--- src/rtl/pwm_edge_pkg.sv ---
`timescale 1ns/1ps
package pwm_edge_pkg;

  localparam int CTRL_W = 3;

  typedef struct packed {
    logic       irq_en;
    logic [1:0] sel;
  } ch_ctrl_t;

  typedef enum logic [1:0] {
    DRIVE_NONE,
    DRIVE_HIGH_TRUE,
    DRIVE_LOW_TRUE
  } drive_e;

  function automatic drive_e decode_sel(input logic [1:0] s);
    if (s[0])      return DRIVE_LOW_TRUE;
    else if (s[1]) return DRIVE_HIGH_TRUE;
    else           return DRIVE_NONE;
  endfunction

endpackage

--- src/rtl/pwm_period_ctr.sv ---
`timescale 1ns/1ps
module pwm_period_ctr #(
  parameter int CNT_W = 8
) (
  input  logic             clk,
  input  logic             rst_n,
  input  logic             mod_wr_i,
  input  logic [CNT_W-1:0] mod_wdata_i,
  input  logic             ovf_clr_i,
  output logic [CNT_W-1:0] cnt_o,
  output logic [CNT_W-1:0] cnt_next_o,
  output logic             load_o,
  output logic             ovf_flag_o
);

  logic [CNT_W-1:0] cnt_q;
  logic [CNT_W-1:0] mod_act_q;
  logic [CNT_W-1:0] mod_shd_q;
  logic             ovf_q;
  logic             wrap;
  logic [CNT_W-1:0] cnt_d;

  always_comb begin
    wrap  = (cnt_q == mod_act_q);
    cnt_d = wrap ? '0 : cnt_q + 1'b1;
  end

  always_ff @(posedge clk or negedge rst_n) begin
    if (!rst_n) begin
      cnt_q     <= '0;
      mod_act_q <= '0;
      mod_shd_q <= '0;
      ovf_q     <= 1'b0;
    end else begin
      cnt_q <= cnt_d;
      if (wrap)     mod_act_q <= mod_shd_q;
      if (mod_wr_i) mod_shd_q <= mod_wdata_i;
      ovf_q <= wrap | (ovf_q & ~ovf_clr_i);
    end
  end

  assign cnt_o      = cnt_q;
  assign cnt_next_o = cnt_d;
  assign load_o     = wrap;
  assign ovf_flag_o = ovf_q;

  // count never runs past the active modulo
  assert_cnt_in_range_R1: assert property (@(posedge clk) disable iff (!rst_n)
    cnt_q <= mod_act_q);

  // a non-zero count always follows its predecessor by one
  assert_cnt_steps_R1: assert property (@(posedge clk) disable iff (!rst_n)
    (cnt_q != '0) |-> (cnt_q == CNT_W'($past(cnt_q) + 1'b1)));

  // overflow flag rises only at the zero count
  assert_ovf_at_zero_R2: assert property (@(posedge clk) disable iff (!rst_n)
    $rose(ovf_q) |-> (cnt_q == '0));

endmodule

--- src/rtl/pwm_cmp_channel.sv ---
`timescale 1ns/1ps
module pwm_cmp_channel
  import pwm_edge_pkg::*;
#(
  parameter int CNT_W = 8
) (
  input  logic             clk,
  input  logic             rst_n,
  input  logic             cmp_wr_i,
  input  logic             ctrl_wr_i,
  input  logic [CNT_W-1:0] wdata_i,
  input  logic             flag_clr_i,
  input  logic [CNT_W-1:0] cnt_i,
  input  logic [CNT_W-1:0] cnt_next_i,
  input  logic             load_i,
  output logic             pwm_o,
  output logic             flag_o,
  output logic             irq_o
);

  ch_ctrl_t         ctrl_q;
  logic [CNT_W-1:0] cmp_shd_q;
  logic [CNT_W-1:0] cmp_act_q;
  logic             pwm_q;
  logic             flag_q;
  logic [CNT_W-1:0] cmp_use;
  logic             hit;
  drive_e           drv;
  logic             pwm_d;

  always_comb begin
    cmp_use = load_i ? cmp_shd_q : cmp_act_q;
    hit     = (cnt_next_i == cmp_use);
    drv     = decode_sel(ctrl_q.sel);
    pwm_d   = pwm_q;
    unique case (drv)
      DRIVE_HIGH_TRUE: begin
        if (load_i) pwm_d = 1'b1;
        if (hit)    pwm_d = 1'b0;
      end
      DRIVE_LOW_TRUE: begin
        if (load_i) pwm_d = 1'b0;
        if (hit)    pwm_d = 1'b1;
      end
      default: pwm_d = pwm_q;
    endcase
  end

  always_ff @(posedge clk or negedge rst_n) begin
    if (!rst_n) begin
      ctrl_q    <= '0;
      cmp_shd_q <= '0;
      cmp_act_q <= '0;
      pwm_q     <= 1'b0;
      flag_q    <= 1'b0;
    end else begin
      cmp_act_q <= cmp_use;
      if (cmp_wr_i)  cmp_shd_q <= wdata_i;
      if (ctrl_wr_i) ctrl_q    <= ch_ctrl_t'(wdata_i[CTRL_W-1:0]);
      pwm_q  <= pwm_d;
      flag_q <= hit | (flag_q & ~flag_clr_i);
    end
  end

  assign pwm_o  = pwm_q;
  assign flag_o = flag_q;
  assign irq_o  = flag_q & ctrl_q.irq_en;

  // flag rises only in the cycle the count equals the active compare
  assert_flag_on_match_R4: assert property (@(posedge clk) disable iff (!rst_n)
    $rose(flag_q) |-> (cnt_i == cmp_act_q));

  // high-true output rises only at the start of a period
  assert_high_rise_at_zero_R6: assert property (@(posedge clk) disable iff (!rst_n)
    (drv == DRIVE_HIGH_TRUE && $past(drv) == DRIVE_HIGH_TRUE && $rose(pwm_q))
      |-> (cnt_i == '0));

  // low-true output falls only at the start of a period
  assert_low_fall_at_zero_R7: assert property (@(posedge clk) disable iff (!rst_n)
    (drv == DRIVE_LOW_TRUE && $past(drv) == DRIVE_LOW_TRUE && $fell(pwm_q))
      |-> (cnt_i == '0));

  // disabled drive keeps the output frozen
  assert_hold_when_off_R8: assert property (@(posedge clk) disable iff (!rst_n)
    (drv == DRIVE_NONE && $past(drv) == DRIVE_NONE) |-> $stable(pwm_q));

endmodule

--- src/rtl/pwm_edge_timer.sv ---
`timescale 1ns/1ps
module pwm_edge_timer #(
  parameter int CNT_W  = 8,
  parameter int NCH    = 2,
  parameter int ADDR_W = $clog2(2*NCH+1)
) (
  input  logic              clk,
  input  logic              rst_n,
  input  logic              wr_en,
  input  logic [ADDR_W-1:0] wr_addr,
  input  logic [CNT_W-1:0]  wr_data,
  input  logic              ovf_clr,
  input  logic [NCH-1:0]    ch_clr,
  output logic [NCH-1:0]    pwm_o,
  output logic              ovf_flag_o,
  output logic [NCH-1:0]    ch_flag_o,
  output logic [NCH-1:0]    ch_irq_o
);

  localparam logic [ADDR_W-1:0] MOD_ADDR = '0;

  logic [CNT_W-1:0] cnt;
  logic [CNT_W-1:0] cnt_next;
  logic             load;
  logic             mod_wr;

  assign mod_wr = wr_en && (wr_addr == MOD_ADDR);

  pwm_period_ctr #(.CNT_W(CNT_W)) ctr_i (
    .clk        (clk),
    .rst_n      (rst_n),
    .mod_wr_i   (mod_wr),
    .mod_wdata_i(wr_data),
    .ovf_clr_i  (ovf_clr),
    .cnt_o      (cnt),
    .cnt_next_o (cnt_next),
    .load_o     (load),
    .ovf_flag_o (ovf_flag_o)
  );

  for (genvar n = 0; n < NCH; n++) begin : g_ch
    localparam logic [ADDR_W-1:0] CMP_ADDR  = ADDR_W'(2*n + 1);
    localparam logic [ADDR_W-1:0] CTRL_ADDR = ADDR_W'(2*n + 2);
    logic cmp_wr;
    logic ctrl_wr;
    assign cmp_wr  = wr_en && (wr_addr == CMP_ADDR);
    assign ctrl_wr = wr_en && (wr_addr == CTRL_ADDR);

    pwm_cmp_channel #(.CNT_W(CNT_W)) ch_i (
      .clk       (clk),
      .rst_n     (rst_n),
      .cmp_wr_i  (cmp_wr),
      .ctrl_wr_i (ctrl_wr),
      .wdata_i   (wr_data),
      .flag_clr_i(ch_clr[n]),
      .cnt_i     (cnt),
      .cnt_next_i(cnt_next),
      .load_i    (load),
      .pwm_o     (pwm_o[n]),
      .flag_o    (ch_flag_o[n]),
      .irq_o     (ch_irq_o[n])
    );
  end

  // every channel and the overflow flag see the same wrap
  assert_shared_wrap_R12: assert property (@(posedge clk) disable iff (!rst_n)
    $rose(ovf_flag_o) |-> (cnt == '0));

endmodule

--- config.mk ---
export PLATFORM = sky130hd
export DESIGN_NAME = pwm_edge_timer
export DESIGN_NICKNAME = d
export VERILOG_FILES = /design/src/rtl/pwm_edge_pkg.sv /design/src/rtl/pwm_period_ctr.sv /design/src/rtl/pwm_cmp_channel.sv /design/src/rtl/pwm_edge_timer.sv
export SDC_FILE = /design/constraint.sdc
export NUM_CORES = 1
export LEC_CHECK = 0
export ABC_AREA = 1
export BUFFER_PORTS_ARGS = -buffer_cell sky130_fd_sc_hd__clkbuf_2
export CAP_MARGIN = 20
export CORE_UTILIZATION = 43
export DETAILED_ROUTE_END_ITERATION = 7
export GPL_TIMING_DRIVEN = 0
export SKIP_LAST_GASP = 1
export SLEW_MARGIN = 20
export SYNTH_ARGS = -nofsm -noshare
export SYNTH_HDL_FRONTEND = slang
export SYNTH_HIERARCHICAL = 1
export SYNTH_SLANG_ARGS = --single-unit
--- constraint.sdc ---
create_clock -name clk -period 2.85 [get_ports clk]
set_input_delay 0.1425 -clock clk [delete_from_list [all_inputs] [get_ports clk]]
set_output_delay 0.1425 -clock clk [all_outputs]
set_load 0.02 [all_outputs]
==> metrics <==
GRT Residual Overflow 0; Final Non-Filler Cells 517; Clock Tree Root clkbuf_8; DR pass1 iterations 4; max cap viols 0; per-instance average area after synthesis 8.89 sq um; hpwl dp 4940 um; most frequent CP cell nand2_1; post-synthesis mux area share 8.80%; maximum vdd drop 474 uV; vias in the first global route 2267; Cell variety after synth 24; Worst Skew 0.00603 ns; pin count of the biggest net entering global routing 51; leading cell types in the layout, fill and taps excluded 134 x nand2_1, 67 x dfrtp_1, 34 x inv_1; Rel. slew slack 63.9%; share of the synthesized area in the top cell type 50.4%; Routed Antenna Nets 0; YS warnings 6; TritonCTS buffer count 9; clock-pin slew on the worst setup and hold paths about 0.07 ns; critical path arrival 2.58 ns; drt total wl just under 7000 um; mapped cell area 3330 sq um; register area share after synthesis between 50% and 60%; Final Wtd Congestion 0.722; post-synthesis adder-cell area fraction 0.376%; die width 89.9 um; Post-CTS Setup Inserts 0; DRC 0; max-slew violations 0; Fin. Hold Viols 0; period utilisation layout around 82%; CP endpoint kind flop; H-tree levels 3; clock sink total between 60 and 70; Antenna diodes 0; setup TNS 0 ns; cells after synthesis between 300 and 400; via count between 2000 and 2500; CP max-delay cell dfrtp_1; Worst EP required 3.08 ns; initial core utilization 45.1%; FF+latch area 1680 sq um; GR Util All Layers 18.7%; Clock Latency Late Sink between 0.3 and 0.4 ns; WS Path Type flop to flop; vias per inst 4.60; XOR/XNOR Fraction of Synth Area 1.84%; die height 89.9 um; final-report setup violation count 0; nets approximately 430; Area contributors post-synth dfrtp_1 50%, nand2_1 15%, mux2_2 8.8%; antenna violations before repair 0; post-synthesis simple-gate area fraction approximately 30%; CTS tree yes; max frequency 426 MHz; critical path cell sequence inv_1 -> nand2_1 -> nand2_1 -> nand2_1 -> nor2_2 -> nand2_4 -> inv_6 -> buf_6 -> inv_4 -> buf_8 -> nand2_1 -> nand3b_1 -> nand2_1 -> nand2_1 -> nor2_2 -> nand2_2 -> nand2_1 -> nand2_1 -> nand2_1 -> nand2_1; post-synth top area cell dfrtp_1; Net Count, Synth around 390; die area 8090 sq um; PortBufs 23; area grow syn2layout 15.7%; hold slack slightly above 0.07 ns; HP Class primary input to flop; largest family of logic cells by synthesized area simple AND/OR/NAND/NOR gates; Largest stage delay, worst path 0.45 ns; first-pass GRT wire length between 10000 and 15000 um; Initial DRC Count 173; proportion of layout cells with a drive suffix above 1 ~29%; RSZ-0062 raised after global routing no; Core Region 7370 sq um; Final Total Pwr 3730 uW; power per standard cell area 970 nW/um^2; Top Ports 24; compound-gate portion of the synthesized area 1.96%; placed insts 497; routed wire length per instance 13.1 um; startpoint types flop; Seq cells post-synth 67; row count 31; worst-margin pin slew approximately 0.54 ns; crit path max fanout 10; fillers 688; min Tclk post-route between 2 and 2.5 ns; leakage 0.00193 uW; outcome finished clean; fin util 52.2%; commonest non-fill, non-tap cell in the layout nand2_1; CTS max path bufs 2; Multi-input gate area 1430 sq um
==> path summary, 6_finish.rpt <==
check | start | end | slack, ns | cells past startpoint
worst min-delay path | wr_data[5] | g_ch[1].ch_i/cmp_shd_q[5] | 0.07 | 3
max in group asynchronous | rst_n | g_ch[1].ch_i/cmp_shd_q[3] | 2.06 | 3
min in group asynchronous | rst_n | ctr_i/cnt_o[3] | 0.26 | 2
worst max register to register | ctr_i/cnt_o[0] | g_ch[0].ch_i/pwm_o | 0.50 | 20
worst min register to register | g_ch[0].ch_i/pwm_o | g_ch[0].ch_i/pwm_o | 0.48 | 2
worst max-delay path | ctr_i/cnt_o[0] | g_ch[0].ch_i/pwm_o | 0.50 | 20
==> where the power goes <==
part | leakage [uW] | internal (uW) | total (uW) | switching, uW
logic | 0.000992 | 572 | 1420 | 853
registers | 0.000837 | 1260 | 1480 | 216
clock network | 0.000102 | 476 | 833 | 356
total | 0.00193 | 2310 | 3730 | 1430
==> worst max-delay path: cells and delay by family (launching register included) <==
family / cells / cell delay, ns
simple gates: 15 / 1.24
buf+inv: 5 / 0.57
flops: 1 / 0.45
==> per-stage QoR <==
stage	area [sq um]	worst slack (ns)
after CTS	3850	0.485
after global placement	3560	0.514
after global routing	3850	0.232
after floorplan	3330	0.798
after detailed placement	3590	0.489
final	3850	0.503
==> registers in the layout (all words and copies together), names as in the netlist <==
| signal | count |
|---|---|
| g_ch.ch_i/cmp_shd_q | 16 |
| ctr_i/mod_act_q | 8 |
| ctr_i/mod_shd_q | 8 |
| g_ch.ch_i/ctrl_q | 6 |
| ctr_i/ovf_flag_o | 1 |
| g_ch.ch_i/flag_o | 2 |
| g_ch.ch_i/cmp_act_q | 16 |
| g_ch.ch_i/pwm_o | 2 |
| ctr_i/cnt_o | 8 |
==> timing repair <==
item	4_1_cts	5_1_grt
gates resized for setup	0	0
endpoints found under the hold margin	20	0
hold buffers	4	0
==> synthesized netlist by cell type <==
cell type / instances
o21ai_0: 8
buf_8: 2
mux2_2: 26
xnor2_1: 5
nand3b_1: 12
nor2_1: 8
xor2_1: 2
nand2_2: 26
nor2_2: 17
inv_6: 1
dfrtp_1: 67
nand4_1: 1
nand2_4: 1
ha_1: 1
inv_1: 34
clkbuf_1: 2
inv_4: 2
nand2_1: 134
nand3_1: 18
a21oi_2: 2
buf_2: 1
o21bai_1: 1
inv_2: 1
buf_6: 2
==> per-layer routing <==
metal | GRT usage (%) | part of all wire [%] | up-vias
met2 | 27.6 | 45 | 20
li1 | - | - | 1249
met1 | 27.1 | 52 | 1101
met3 | 3.30 | 2.1 | 7
met5 | 0 | 0 | -
met4 | 8.06 | 1.0 | 0
==> cell type report <==
class	instances	area share [%]
flip-flops and latches	67	43.6
well taps	99	3.22
plain buffers	7	1.69
multi-input cells	262	37.2
clock buffers	13	4.39
clock inverters	3	1.17
inverters	38	3.97
repair buffers	28	4.81
==> cells by family (layout without fill, tap and decap cells) <==
| family | after synthesis | in the layout |
|---|---|---|
| AO/OA/AOI/OAI | 11 | 11 |
| XOR/XNOR | 7 | 7 |
| adder cells (fa/ha/maj) | 1 | 1 |
| buffers and inverters | 45 | 89 |
| flip-flops | 67 | 67 |
| multiplexers | 26 | 26 |
| AND/OR/NAND/NOR | 217 | 217 |
No activity file was read; power rests on OpenSTA's default activity.
